$ cat src/rtl/spi_regs_pkg.sv
package spi_regs_pkg;

    localparam int unsigned FRAME_W = 24;
    localparam int unsigned DATA_W  = 16;
    localparam int unsigned ADDR_W  = 7;
    localparam int unsigned HDR_W   = ADDR_W + 1;
    localparam int unsigned CNT_W   = $clog2(FRAME_W) + 1;

    localparam int unsigned GLB_BIT   = 0;
    localparam int unsigned EXCL_BIT  = 4;
    localparam int unsigned RXLK_BIT  = 0;
    localparam int unsigned TXLK_BIT  = 4;
    localparam int unsigned XRST_BIT  = 0;

    typedef logic [DATA_W-1:0] word_t;

    typedef enum logic [ADDR_W-1:0] {
        A_SIG     = 7'h00,
        A_REV     = 7'h01,
        A_COMPAT  = 7'h02,
        A_BLD_LO  = 7'h03,
        A_BLD_HI  = 7'h04,
        A_SCRATCH = 7'h05,
        A_GLB     = 7'h10,
        A_CLKPATH = 7'h11,
        A_STATUS  = 7'h12,
        A_XCVR    = 7'h13
    } reg_addr_e;

    typedef struct packed {
        logic                rd;
        logic [ADDR_W-1:0]   addr;
    } hdr_t;

    typedef struct packed {
        logic [ADDR_W-1:0]   addr;
        word_t               data;
    } wr_req_t;

    function automatic word_t place_bit(input int unsigned pos, input logic v);
        word_t w;
        w      = '0;
        w[pos] = v;
        return w;
    endfunction

endpackage

$ cat src/rtl/spi_regs_sync.sv
module spi_regs_sync #(
    parameter int unsigned        WIDTH   = 1,
    parameter int unsigned        STAGES  = 2,
    parameter logic [WIDTH-1:0]   RST_VAL = '0
) (
    input  logic             clk,
    input  logic             rst,
    input  logic [WIDTH-1:0] d,
    output logic [WIDTH-1:0] q
);

    logic [WIDTH-1:0] stg [STAGES];

    generate
        for (genvar s = 0; s < STAGES; s++) begin : g_stage
            if (s == 0) begin : g_first
                always_ff @(posedge clk) begin
                    if (rst) stg[s] <= RST_VAL;
                    else     stg[s] <= d;
                end
            end else begin : g_next
                always_ff @(posedge clk) begin
                    if (rst) stg[s] <= RST_VAL;
                    else     stg[s] <= stg[s-1];
                end
            end
        end
    endgenerate

    assign q = stg[STAGES-1];

endmodule

$ cat src/rtl/spi_regs_frontend.sv
module spi_regs_frontend
    import spi_regs_pkg::*;
(
    input  logic    clk,
    input  logic    rst,
    input  logic    sclk_s,
    input  logic    cs_n_s,
    input  logic    mosi_s,
    input  word_t   rd_data,
    output hdr_t    hdr,
    output logic    wr_en,
    output wr_req_t wr_req,
    output logic    miso
);

    logic               sclk_d;
    logic               cs_d;
    logic               rise;
    logic               fall;
    logic [CNT_W-1:0]   cnt;
    logic [FRAME_W-1:0] shreg;
    logic               ld_pend;
    word_t              rd_word;
    logic [3:0]         bit_idx;
    logic               in_data;

    assign rise    = sclk_s & ~sclk_d & ~cs_n_s;
    assign fall    = ~sclk_s & sclk_d & ~cs_n_s;
    assign bit_idx = 4'(CNT_W'(FRAME_W - 1) - cnt);
    assign in_data = (cnt >= CNT_W'(HDR_W)) && (cnt < CNT_W'(FRAME_W));

    always_ff @(posedge clk) begin
        if (rst) begin
            sclk_d  <= 1'b0;
            cs_d    <= 1'b1;
            cnt     <= '0;
            shreg   <= '0;
            hdr     <= '0;
            ld_pend <= 1'b0;
            rd_word <= '0;
            miso    <= 1'b0;
        end else begin
            sclk_d  <= sclk_s;
            cs_d    <= cs_n_s;
            ld_pend <= 1'b0;
            if (cs_n_s) begin
                cnt  <= '0;
                miso <= 1'b0;
            end else begin
                if (rise) begin
                    shreg <= {shreg[FRAME_W-2:0], mosi_s};
                    if (cnt != '1) cnt <= cnt + 1'b1;
                    if (cnt == CNT_W'(HDR_W - 1)) begin
                        hdr     <= hdr_t'({shreg[HDR_W-2:0], mosi_s});
                        ld_pend <= 1'b1;
                    end
                end
                if (ld_pend) rd_word <= hdr.rd ? rd_data : '0;
                if (fall)    miso    <= in_data ? rd_word[bit_idx] : 1'b0;
            end
        end
    end

    assign wr_en  = cs_n_s & ~cs_d & (cnt == CNT_W'(FRAME_W)) & ~shreg[FRAME_W-1];
    assign wr_req = wr_req_t'(shreg[FRAME_W-2:0]);

    // a commit always ends the frame and restarts the bit count
    a_r10_commit_restarts: assert property (@(posedge clk) disable iff (rst)
        wr_en |=> (cnt == '0));

    // data-out is quiet while deselected
    a_r9_miso_quiet_deselected: assert property (@(posedge clk) disable iff (rst)
        cs_n_s |=> !miso);

    // data-out moves only on a falling serial clock edge
    a_r9_miso_moves_on_fall: assert property (@(posedge clk) disable iff (rst)
        (!fall && !cs_n_s) |=> $stable(miso));

endmodule

$ cat src/rtl/spi_regs_bank.sv
module spi_regs_bank
    import spi_regs_pkg::*;
#(
    parameter word_t       SIGNATURE     = 16'hCAFE,
    parameter word_t       REVISION      = 16'd4,
    parameter word_t       OLDEST_COMPAT = 16'd2,
    parameter logic [31:0] BUILD_CODE    = 32'h1910_2A7C
) (
    input  logic              clk,
    input  logic              rst,
    input  logic              wr_en,
    input  wr_req_t           wr_req,
    input  logic [ADDR_W-1:0] rd_addr,
    input  logic              rx_lock_s,
    input  logic              tx_lock_s,
    output word_t             rd_data,
    output logic              dac_excl,
    output logic              xcvr_rst
);

    logic  glb_q;
    word_t scratch_q;
    logic  wr_mapped;

    always_ff @(posedge clk) begin
        if (rst) begin
            glb_q     <= 1'b0;
            scratch_q <= '0;
            dac_excl  <= 1'b0;
            xcvr_rst  <= 1'b0;
        end else begin
            if (wr_en && wr_req.addr == A_GLB) glb_q <= wr_req.data[GLB_BIT];
            if (glb_q) begin
                scratch_q <= '0;
                dac_excl  <= 1'b0;
                xcvr_rst  <= 1'b0;
            end else if (wr_en) begin
                case (wr_req.addr)
                    A_SCRATCH: scratch_q <= wr_req.data;
                    A_CLKPATH: dac_excl  <= wr_req.data[EXCL_BIT];
                    A_XCVR:    xcvr_rst  <= wr_req.data[XRST_BIT];
                    default: ;
                endcase
            end
        end
    end

    always_comb begin
        case (rd_addr)
            A_SIG:     rd_data = SIGNATURE;
            A_REV:     rd_data = REVISION;
            A_COMPAT:  rd_data = OLDEST_COMPAT;
            A_BLD_LO:  rd_data = BUILD_CODE[15:0];
            A_BLD_HI:  rd_data = BUILD_CODE[31:16];
            A_SCRATCH: rd_data = scratch_q;
            A_GLB:     rd_data = place_bit(GLB_BIT, glb_q);
            A_CLKPATH: rd_data = place_bit(EXCL_BIT, dac_excl);
            A_STATUS:  rd_data = place_bit(RXLK_BIT, rx_lock_s) | place_bit(TXLK_BIT, tx_lock_s);
            A_XCVR:    rd_data = place_bit(XRST_BIT, xcvr_rst);
            default:   rd_data = '0;
        endcase
    end

    always_comb begin
        case (wr_req.addr)
            A_SCRATCH, A_GLB, A_CLKPATH, A_XCVR: wr_mapped = 1'b1;
            default:                             wr_mapped = 1'b0;
        endcase
    end

    // a held clear empties the dependent registers on the next cycle
    a_r5_clear_holds: assert property (@(posedge clk) disable iff (rst)
        glb_q |=> (scratch_q == '0 && !dac_excl && !xcvr_rst));

    // the hard reset rises only after a write to its register
    a_r8_xrst_by_write: assert property (@(posedge clk) disable iff (rst)
        $rose(xcvr_rst) |-> $past(wr_en && wr_req.addr == A_XCVR));

    // without a write or clear the hard reset keeps its level
    a_r8_xrst_holds: assert property (@(posedge clk) disable iff (rst)
        (!wr_en && !glb_q) |=> $stable(xcvr_rst));

    // the clock-path bit rises only after a write to its register
    a_r6_excl_by_write: assert property (@(posedge clk) disable iff (rst)
        $rose(dac_excl) |-> $past(wr_en && wr_req.addr == A_CLKPATH));

    // a write to an unmapped address leaves all storage alone
    a_r11_unmapped_write: assert property (@(posedge clk) disable iff (rst)
        (wr_en && !wr_mapped && !glb_q) |=>
            ($stable(scratch_q) && $stable(dac_excl) && $stable(xcvr_rst) && $stable(glb_q)));

endmodule

$ cat src/rtl/spi_ctrl_regfile.sv
module spi_ctrl_regfile
    import spi_regs_pkg::*;
#(
    parameter word_t       SIGNATURE     = 16'hCAFE,
    parameter word_t       REVISION      = 16'd4,
    parameter word_t       OLDEST_COMPAT = 16'd2,
    parameter logic [31:0] BUILD_CODE    = 32'h1910_2A7C,
    parameter int unsigned SYNC_STAGES   = 2
) (
    input  logic clk,
    input  logic rst,
    input  logic spi_sclk,
    input  logic spi_cs_n,
    input  logic spi_mosi,
    output logic spi_miso,
    input  logic rx_lo_locked,
    input  logic tx_lo_locked,
    output logic dac_owns_vcxo,
    output logic xcvr_hard_reset
);

    logic    sclk_s, cs_n_s, mosi_s;
    logic    rx_s, tx_s;
    hdr_t    hdr;
    logic    wr_en;
    wr_req_t wr_req;
    word_t   rd_data;

    spi_regs_sync #(.WIDTH(3), .STAGES(SYNC_STAGES), .RST_VAL(3'b010)) u_spi_sync (
        .clk (clk),
        .rst (rst),
        .d   ({spi_sclk, spi_cs_n, spi_mosi}),
        .q   ({sclk_s, cs_n_s, mosi_s})
    );

    spi_regs_sync #(.WIDTH(2), .STAGES(2), .RST_VAL(2'b00)) u_stat_sync (
        .clk (clk),
        .rst (rst),
        .d   ({tx_lo_locked, rx_lo_locked}),
        .q   ({tx_s, rx_s})
    );

    spi_regs_frontend u_front (
        .clk     (clk),
        .rst     (rst),
        .sclk_s  (sclk_s),
        .cs_n_s  (cs_n_s),
        .mosi_s  (mosi_s),
        .rd_data (rd_data),
        .hdr     (hdr),
        .wr_en   (wr_en),
        .wr_req  (wr_req),
        .miso    (spi_miso)
    );

    spi_regs_bank #(
        .SIGNATURE     (SIGNATURE),
        .REVISION      (REVISION),
        .OLDEST_COMPAT (OLDEST_COMPAT),
        .BUILD_CODE    (BUILD_CODE)
    ) u_bank (
        .clk       (clk),
        .rst       (rst),
        .wr_en     (wr_en),
        .wr_req    (wr_req),
        .rd_addr   (hdr.addr),
        .rx_lock_s (rx_s),
        .tx_lock_s (tx_s),
        .rd_data   (rd_data),
        .dac_excl  (dac_owns_vcxo),
        .xcvr_rst  (xcvr_hard_reset)
    );

endmodule

$ cat config.mk
export PLATFORM = sky130hd
export DESIGN_NAME = spi_ctrl_regfile
export DESIGN_NICKNAME = d
export VERILOG_FILES = /design/src/rtl/spi_regs_pkg.sv /design/src/rtl/spi_regs_sync.sv /design/src/rtl/spi_regs_frontend.sv /design/src/rtl/spi_regs_bank.sv /design/src/rtl/spi_ctrl_regfile.sv
export SDC_FILE = /design/constraint.sdc
export NUM_CORES = 1
export LEC_CHECK = 0
export CAP_MARGIN = 20
export CORE_MARGIN = 1
export CORE_UTILIZATION = 60
export CTS_CLUSTER_DIAMETER = 60
export DETAILED_ROUTE_END_ITERATION = 8
export DONT_BUFFER_PORTS = 1
export MAX_ROUTING_LAYER = met4
export PLACE_DENSITY = 0.77
export SETUP_SLACK_MARGIN = 0.4
export SLEW_MARGIN = 40
export SYNTH_ARGS = -nofsm -noshare
export SYNTH_HDL_FRONTEND = slang
export SYNTH_SLANG_ARGS = --single-unit
$ cat constraint.sdc
create_clock -name clk -period 4.6 [get_ports clk]
set_clock_uncertainty 0.05 [all_clocks]
set_input_delay 0.92 -clock clk [delete_from_list [all_inputs] [get_ports clk]]
set_output_delay 0.92 -clock clk [all_outputs]
set_load 0.01 [all_outputs]
==> out/qor.yml <==
outcome: "completed"
grt_usage_pct: 25.4
ys_ff_latch: 87
post-place-ws_ns: 2.34
antenna_found_initial: 0
setup-violations-final: 0
fin_nets: 406
rows: 28
start_util_pct: 61.9
final_cell_area_um2: 3780
dieArea_um2: 6380
core-area_um2: 5890
timing.final.crit_share_pct: 45.0
grt_max_degree: 64
ant_nets: 0
yosysSeqAreaShare_pct: 47.8
clk_latency_ns: 0.36
numCtsBuffers: 9
critPathLaunchType: "register"
syn-instance-count: 416
synth-async-reset-ratio_pct: 0
grt_pass1_wl_um: 11900
synth_flop_cell: "dfxtp_1"
die_w_um: 79.9
leakagePower_uw: 0.00123
fin_tns_setup_ns: 0
dr_total_vias: 2721
dp.cells: 462
synth_warnings: 0
wl_per_cell_um: 14.9
synth_edf_count: 0
worst_slack_ns: 2.53
syn_avg_cell_area_um2: 8.75
fillCellCount: 486
dr.pass1.iters: 5
p_total_uw: 1230
cp-end-kind: "register"
dp_hpwl_um: 4700
regArea_um2: 1740
regToRegSetupSlack_ns: 2.53
path_clk_slew_ns: 0.08
finalHoldViolCount: 0
diodes: 0
cts_resized: 0
drv_cap: 0
cts_max_level: 3
ys_types: 53
drc: 0
syn2layout_area_growth_pct: 3.71
die_height_um: 79.9
drt_iter0_drc: 184
max_freq_mhz: 483
syn-cell-area_um2: 3640
synth_fp_nets: 424
ir_drop_mv: 0.287
relSlewSlack_pct: 49.0
layout_min_cycle_time_ns: 2.07
clk_path_buf_depth: 2
cp_max_fo: 16
cts_root_buf: "clkbuf_8"
rsz0062_at_grt: "no"
multi_input_area_um2: 1750
post_cts_buffers: 0
drt_wl_total_um: 7110
hp-class: "reg2reg"
arrival_ns: 2.27
power.density_nw_per_um2: 327
cts_num_sinks: 87
required_ns: 4.80
port_buffers: 0
place_area_um2: 3610
grt_pass1_vias: 2441
drv_slew: 0
overflow: 0
drive_gt1_share_pct: 6.23
tightest_slew_ns: 0.765
ios: 10
hold_buffers: 0
cts_tree: "done"
via_per_inst: 5.72
finalNonFillerCells: 476
routabilityCongestion: 0.855
crit_type: "reg2reg"
[layout make-up]
cell class | count | share of cell area [%]
multi-input cells | 293 | 46.3
flip-flops and latches | 87 | 46.1
clock buffers | 13 | 4.21
well taps | 75 | 2.49
inverters | 6 | 0.596
repair buffers | 1 | 0.199
clock inverters | 1 | 0.133
[cells by family (layout without fill, tap and decap cells)]
logic type                 after synthesis  count (layout)  share of synthesized area, %
DFF                                     87              87                          47.8
adders and majority gates                1               1                         0.344
xor gates and xnor gates                 2               2                         0.481
and+or+nand+nor                        176             176                          24.4
muxes                                   37              37                          10.2
buffers and inverters                   36              21                          4.23
AOI/OAI and AO/OA                       77              77                          12.5
[Yosys cell counts, types with 4 or more instances]
cell type,number,area (um2)
nand3b_1,6,45.0
nand2b_1,6,37.5
nand2_1,70,263
buf_2,5,25.0
clkbuf_1,21,78.8
nor4_1,4,25.0
nor2b_1,13,81.3
nor2_1,37,139
o21ai_0,12,60.1
nor3_1,6,30.0
a21boi_0,6,45.0
mux2i_1,36,360
nand4_1,6,37.5
nand3_1,4,20.0
a21oi_1,43,215
dfxtp_1,87,1740
inv_1,5,18.8
[flip-flops by register name (all words and copies together) (netlist names)]
register / cells
u_front.sclk_d: 1
u_spi_sync.stg: 6
u_front.rd_word: 16
u_front.hdr: 8
u_stat_sync.stg: 4
u_front.shreg: 24
u_front.cnt: 6
u_bank.xcvr_rst: 1
u_front.miso: 1
u_front.ld_pend: 1
u_bank.glb_q: 1
u_bank.scratch_q: 16
u_bank.dac_excl: 1
u_front.cs_d: 1
[where the power goes]
group,internal [uW],switching [uW]
logic,4.16,6.15
registers,757,2.44
clock network,220,244
[worst max-delay path, stage by stage (launching register included)]
cell and delay, ns:
dfxtp_1 0.77, nand4_1 0.72, mux2i_1 0.36, nor2_1 0.06
[per-layer routing]
layer	up-vias	share of wire, %	global-route usage [%]
li1	1389	-	-
met1	1259	48	32.4
met2	59	46	38.1
met3	14	3.9	7.77
met4	0	2.1	8.75
met5	-	0	-
[worst paths after layout]
check / start / end / depth (start not counted)
worst max-delay path: u_front.cnt[2] / u_front.hdr[6] / 3
worst min-delay path: u_spi_sync.stg[0][1] / u_spi_sync.stg[1][1] / 1
worst max register to register: u_front.cnt[2] / u_front.hdr[6] / 3
worst min register to register: u_spi_sync.stg[0][1] / u_spi_sync.stg[1][1] / 1
[metrics by stage]
stage,hold slack (ns),utilization (%)
3_3_place_gp,0.344,61.4
3_5_place_dp,0.349,61.4
6_report,0.348,64.2
5_1_grt,0.366,64.2
4_1_cts,0.356,64.1
2_1_floorplan,0.339,-
[cell usage in the layout (no fill, tap or decap), drive strengths merged, types with 5 or more instances in the layout]
cell type  count
a21boi         6
a21oi         43
clkbuf        13
dfxtp         87
inv            5
mux2i         36
nand2         70
nand2b         6
nand3b         6
nand4          6
nor2          37
nor2b         13
nor3           6
o21ai         15
Note: power is estimated with default switching activity, not from simulation.
